`config.mk`:
```
export PLATFORM = sky130hd
export DESIGN_NAME = ppc_port_power
export DESIGN_NICKNAME = d
export VERILOG_FILES = /design/src/rtl/ppc_pkg.sv /design/src/rtl/ppc_rst_sync.sv /design/src/rtl/ppc_oc_filter.sv /design/src/rtl/ppc_port_fsm.sv /design/src/rtl/ppc_port_power.sv
export SDC_FILE = /design/constraint.sdc
export NUM_CORES = 1
export LEC_CHECK = 0
export BUFFER_PORTS_ARGS = -buffer_cell sky130_fd_sc_hd__buf_2
export CAP_MARGIN = 20
export CORE_ASPECT_RATIO = 1.5
export CORE_UTILIZATION = 40
export DETAILED_ROUTE_END_ITERATION = 16
export MAX_ROUTING_LAYER = met4
export SLEW_MARGIN = 20
export SYNTH_ARGS = -nofsm -noshare
export SYNTH_HDL_FRONTEND = slang
export SYNTH_SLANG_ARGS = --single-unit
```
`constraint.sdc`:
```
create_clock -name clk -period 1.6 [get_ports clk]
set_clock_uncertainty 0.15 [all_clocks]
set_input_delay 0.08 -clock clk [delete_from_list [all_inputs] [get_ports clk]]
set_output_delay 0.08 -clock clk [all_outputs]
set_load 0.005 [all_outputs]
```
`src/rtl/ppc_pkg.sv`:
```
package ppc_pkg;
  typedef enum logic [1:0] {
    PS_OFF  = 2'd0,
    PS_RAMP = 2'd1,
    PS_ON   = 2'd2
  } pwr_state_e;
endpackage

```
`src/rtl/ppc_rst_sync.sv`:
```
module ppc_rst_sync (
  input  logic clk,
  input  logic rst_n,
  output logic rst_sync_n
);
  logic [1:0] sync_q;

  always_ff @(posedge clk or negedge rst_n) begin
    if (!rst_n) sync_q <= 2'b00;
    else        sync_q <= {sync_q[0], 1'b1};
  end

  assign rst_sync_n = sync_q[1];
endmodule

```
`src/rtl/ppc_oc_filter.sv`:
```
module ppc_oc_filter #(
  parameter int FILT_W = 10
) (
  input  logic              clk,
  input  logic              rst_n,
  input  logic              arm,
  input  logic              sense_low,
  input  logic [FILT_W-1:0] filt_len,
  output logic              trip
);
  logic [FILT_W-1:0] cnt_q;
  logic              run;
  logic              hit;

  // count only while armed and the line reads low; a high sample restarts
  assign run  = arm & sense_low;
  assign hit  = run && (cnt_q == filt_len);
  assign trip = hit;

  always_ff @(posedge clk or negedge rst_n) begin
    if (!rst_n)            cnt_q <= '0;
    else if (!run || hit)  cnt_q <= '0;
    else                   cnt_q <= cnt_q + 1'b1;
  end
endmodule

```
`src/rtl/ppc_port_fsm.sv`:
```
module ppc_port_fsm
  import ppc_pkg::*;
#(
  parameter int ON_W = 12
) (
  input  logic            clk,
  input  logic            rst_n,
  input  logic            on_req,
  input  logic            off_req,
  input  logic            trip,
  input  logic            ack,
  input  logic [ON_W-1:0] on_dly,
  output logic            pwr,
  output logic            ready,
  output logic            chg
);
  pwr_state_e      st_q, st_d;
  logic [ON_W-1:0] cnt_q;
  logic            cnt_clr, cnt_inc;
  logic            chg_q, chg_d;

  always_comb begin
    st_d    = st_q;
    cnt_clr = 1'b0;
    cnt_inc = 1'b0;
    unique case (st_q)
      PS_OFF: begin
        if (on_req && !off_req && !trip) begin
          st_d    = PS_RAMP;
          cnt_clr = 1'b1;
        end
      end
      PS_RAMP: begin
        if (off_req || trip)        st_d = PS_OFF;
        else if (cnt_q == on_dly)   st_d = PS_ON;
        else                        cnt_inc = 1'b1;
      end
      PS_ON: begin
        if (off_req || trip) st_d = PS_OFF;
      end
      default: st_d = PS_OFF;
    endcase

    // a new fault outranks an acknowledge on the same edge
    chg_d = chg_q;
    if (trip)     chg_d = 1'b1;
    else if (ack) chg_d = 1'b0;
  end

  always_ff @(posedge clk or negedge rst_n) begin
    if (!rst_n) begin
      st_q  <= PS_OFF;
      chg_q <= 1'b0;
    end else begin
      st_q  <= st_d;
      chg_q <= chg_d;
    end
  end

  always_ff @(posedge clk or negedge rst_n) begin
    if (!rst_n)       cnt_q <= '0;
    else if (cnt_clr) cnt_q <= '0;
    else if (cnt_inc) cnt_q <= cnt_q + 1'b1;
  end

  assign pwr   = (st_q != PS_OFF);
  assign ready = (st_q == PS_ON);
  assign chg   = chg_q;
endmodule

```
`src/rtl/ppc_port_power.sv`:
```
module ppc_port_power #(
  parameter int NPORT  = 2,
  parameter int ON_W   = 12,
  parameter int FILT_W = 10
) (
  input  logic              clk,
  input  logic              rst_n,
  input  logic              cfg_ganged,
  input  logic [ON_W-1:0]   cfg_on_dly,
  input  logic [FILT_W-1:0] cfg_oc_filt,
  input  logic [NPORT-1:0]  req_pwr_on,
  input  logic [NPORT-1:0]  req_pwr_off,
  input  logic [NPORT-1:0]  req_chg_ack,
  input  logic [NPORT-1:0]  pin_sense,
  output logic [NPORT-1:0]  pin_pull_low,
  output logic [NPORT-1:0]  port_pwr,
  output logic [NPORT-1:0]  port_ready,
  output logic [NPORT-1:0]  oc_chg
);
  logic             rst_int_n;
  logic [NPORT-1:0] trip_raw;
  logic [NPORT-1:0] on_eff, off_eff, trip_eff;
  logic             any_on, any_off, any_trip;

  ppc_rst_sync u_rst (
    .clk        (clk),
    .rst_n      (rst_n),
    .rst_sync_n (rst_int_n)
  );

  assign any_on   = |req_pwr_on;
  assign any_off  = |req_pwr_off;
  assign any_trip = |trip_raw;

  for (genvar i = 0; i < NPORT; i++) begin : g_port
    assign on_eff[i]   = cfg_ganged ? any_on   : req_pwr_on[i];
    assign off_eff[i]  = cfg_ganged ? any_off  : req_pwr_off[i];
    assign trip_eff[i] = cfg_ganged ? any_trip : trip_raw[i];

    ppc_oc_filter #(.FILT_W(FILT_W)) u_filt (
      .clk       (clk),
      .rst_n     (rst_int_n),
      .arm       (port_ready[i]),
      .sense_low (~pin_sense[i]),
      .filt_len  (cfg_oc_filt),
      .trip      (trip_raw[i])
    );

    ppc_port_fsm #(.ON_W(ON_W)) u_fsm (
      .clk     (clk),
      .rst_n   (rst_int_n),
      .on_req  (on_eff[i]),
      .off_req (off_eff[i]),
      .trip    (trip_eff[i]),
      .ack     (req_chg_ack[i]),
      .on_dly  (cfg_on_dly),
      .pwr     (port_pwr[i]),
      .ready   (port_ready[i]),
      .chg     (oc_chg[i])
    );

    assign pin_pull_low[i] = ~port_pwr[i];
  end
endmodule

```
==> run_results.csv <==
group,metric,value,unit
power,power.leakage,1.94,nW
global_route,antenna_found_initial,0,
placement,gp_congestion,0.828,
layout,drive_gt1_frac,0.414,
worst_setup_path,cp_cell_sequence,"xor2_2 -> nor4_4 -> a41oi_2 -> nand3_4 -> or4_1 -> a21oi_1",
global_route,grt_pass1_vias,2848,
logic_synthesis,synth-async-reset-ratio,1.00,
worst_setup_path,critical_path_class,"flop to flop",
logic_synthesis,ys.flop_type,"dfrtp_1",
power,peakVddDrop,0.000426,V
drt,ant_nets,0,
placement,portBuffers,40,
drt,avgRoutedWirePerCell,15.0,um
layout,finalNonFillerCells,552,
clock_network,clock_sinks,52,
logic_synthesis,yosysWarnings,0,
timing,rsz0062_at_grt,"true",
drt,drt-initial-drc-count,85,
layout,n_antenna_cell,0,
clock_network,cts_root_buf,"clkbuf_8",
timing,drv_slew,0,
global_route,grt_max_degree,51,
worst_setup_path,cp-end-kind,"flop",
floorplan,die_w,73.5,um
power,finalPower,0.00291,W
power,p_clk_frac,0.326,
clock_network,cts_buffer_depth,2,
worst_setup_path,crit_cells,6,
floorplan,start_util,0.419,
logic_synthesis,yosysSeqAreaShare,0.424,
floorplan,die_area,8040,sq um
power,net-switching-power,0.000798,W
global_route,grt_pass1_wl,13300,um
power,pwr-share-seq,0.480,
worst_setup_path,startpoint_type,"flop",
clock_network,clk_pin_slew_worst_paths,0.11,ns
layout,syn2layout_area_growth,47.2,%
logic_synthesis,ys_types,43,
power,powerDensity,644,nW/um^2
run_status,violations,"negative setup slack",
timing,fin_ws,-0.511,ns
worst_setup_path,cp_slowest_cell,"or4_1",
worst_setup_path,cp.arrival,2.20,ns
timing,hold_ws,0.0718,ns
worst_setup_path,worst-path-buf-inv,0,
power,power.internal,0.00211,W
logic_synthesis,synth-edff-count,0,
power,p_comb_frac,0.194,
timing,period_needed,2.11,ns
timing,fin_crit_sh,1.32,
placement,dp_hpwl,6120,um
drt,routed_wl,8300,um
worst_setup_path,r2r_cells,6,
worst_setup_path,slowest_delay,0.44,ns
drt,drc,0,
floorplan,core.rowCount,38,
logic_synthesis,synth_area_per_cell,9.42,sq um
layout,fill_cells,659,
worst_setup_path,path_delay_family,"simple AND/OR/NAND/NOR gates",
hold_path,min_path_type,"input port to flop",
logic_synthesis,synth_seq_cells,52,
layout,fin_util,0.617,
timing,fmax,474,MHz
run_status,outcome,"complete, but fails checks",
logic_synthesis,synth.cell_area,3070,sq um
clock_network,insertion_delay,0.32,ns
logic_synthesis,netlist_instances,326,
timing,finalHoldViolCount,0,
placement,numPlacedInstances,529,
floorplan,io_pins,41,
drt,dr.pass1.iters,4,
drt,vias,2798,
floorplan,core,7320,sq um
hold_path,hold_path_depth,5,
clock_network,cts_buffers,5,
global_route,grtUsageTotal,0.224,
drt,vias_per_cell,5.07,
logic_synthesis,synthesis.nets,363,
flow_run,cap_violations,0,
worst_setup_path,cp.required,1.69,ns
global_route,grt_overflow_total,0,
power,p_sw_frac,0.274,
timing,finalSetupViolCount,50,
floorplan,die_h,109,um
clock_network,tritoncts,"yes",
clock_network,htree_num_levels,2,
worst_setup_path,crit_fanout,7,
layout,final_nets,488,
==> kinds of logic (layout without fill, tap and decap cells) <==
kind of cell,count (synthesis),after routing,share of synthesized area
and+or+nand+nor,135,136,0.231
other,1,1,0.00122
AOI/OAI and AO/OA,51,51,0.108
DFF,52,52,0.424
adders and majority gates,4,4,0.0163
xor gates and xnor gates,61,61,0.174
muxes,2,2,0.00652
buffers and inverters,20,145,0.0383
==> cells in the final DEF, fill, tap and decap left out, types with 5 or more instances in the layout <==
| cell type | count |
|---|---|
| nand2_1 | 21 |
| buf_2 | 41 |
| a21oi_1 | 16 |
| buf_4 | 73 |
| nand3_1 | 17 |
| o211ai_1 | 6 |
| xnor2_1 | 39 |
| o31ai_1 | 8 |
| clkbuf_8 | 5 |
| buf_6 | 6 |
| xor2_1 | 11 |
| xor2_2 | 8 |
| o21ai_0 | 7 |
| nor2_2 | 5 |
| inv_1 | 8 |
| nor2_1 | 21 |
| dfrtp_1 | 50 |
| dlygate4sd3_1 | 6 |
| nor2_4 | 7 |
| and3_1 | 8 |
| nand4_1 | 11 |
| or3_1 | 8 |
==> metal layers <==
metal,wire [um],track usage,up-vias
met4,154,0.0755,0
met3,258,0.0302,12
met1,3330,0.258,1340
met5,0,-,-
met2,4560,0.396,61
li1,-,-,1385
==> what timing repair did <==
item,CTS,global route
hold buffers,6,0
gates cloned,2,2
gates resized for setup,16,55
setup buffers,1,5
pin swaps,7,18
endpoints found under the hold margin,5,0
endpoints found under the setup margin,49,53
==> layout make-up <==
type	count	area, sq um	share of cell area
clock buffer	5	68.8	0.0152
clock inverter	3	46.3	0.0102
inverter	8	30.0	0.00664
multi-input combinational	255	2000	0.443
sequential	52	1300	0.288
tap	100	125	0.0277
timing repair buffer	129	946	0.209
==> state kept, by name, indices dropped and copies added (netlist names) <==
register / cells
g_port.u_fsm.st_q: 4
g_port.u_filt.cnt_q: 20
g_port.u_fsm.chg: 2
g_port.u_fsm.cnt_q: 24
u_rst.sync_q: 2
==> synth_stat cells, drive strengths merged (2+ instances only) <==
cell type | n | area (sq um)
a21oi | 17 | 85.1
and3 | 9 | 56.3
buf | 11 | 83.8
dfrtp | 52 | 1300
ha | 4 | 50.1
inv | 8 | 30.0
mux2i | 2 | 20.0
nand2 | 25 | 93.8
nand3 | 20 | 105
nand4 | 12 | 81.3
nor2 | 33 | 124
nor2b | 5 | 31.3
nor3 | 5 | 25.0
nor3b | 3 | 22.5
nor4 | 5 | 46.3
o211ai | 6 | 45.0
o21ai | 11 | 55.1
o31a | 2 | 17.5
o31ai | 8 | 60.1
or2 | 3 | 18.8
or3 | 10 | 62.6
or4 | 2 | 15.0
xnor2 | 42 | 368
xor2 | 19 | 166
==> stage by stage <==
stage | setup slack [ns] | setup TNS [ns] | instance area, sq um
CTS | -0.440 | -11.95 | 4210
finish | -0.511 | -13.42 | 4520
global route | -0.604 | -17.98 | 4520
detailed placement | -0.518 | -13.26 | 3960
floorplan | -0.412 | -6.39 | 3130
global placement | -0.496 | -12.13 | 3960
==> worst paths after layout <==
path / start / endpoint / slack [ns]
worst max register to register: g_port[1].u_filt.cnt_q[3] / g_port[1].u_fsm.cnt_q[5] / -0.51
min in group asynchronous: u_rst.sync_q[1] / g_port[0].u_fsm.st_q[0] / 0.09
worst min-delay path: req_pwr_off[0] / g_port[0].u_fsm.st_q[1] / 0.07
max in group asynchronous: rst_n / u_rst.sync_q[1] / 0.70
worst max-delay path: g_port[1].u_filt.cnt_q[3] / g_port[1].u_fsm.cnt_q[5] / -0.51
worst min register to register: u_rst.sync_q[1] / g_port[0].u_fsm.st_q[0] / 0.09
==> worst min-delay path: cells and delay by family <==
family,cells,cell delay (ns)
compound gates,1,0.06
simple gates,2,0.14
buf+inv,2,0.23
==> power groups by stage <==
stage               Sequential [W]  Clock, W  Combinational [W]
floorplan                  0.00144         0           0.000245
global placement           0.00142         0           0.000491
detailed placement         0.00142         0           0.000499
CTS                        0.00140  0.000968           0.000521
global route               0.00140   0.00103           0.000622
finish                     0.00140  0.000949           0.000566
(Power assumes the default switching activity.)
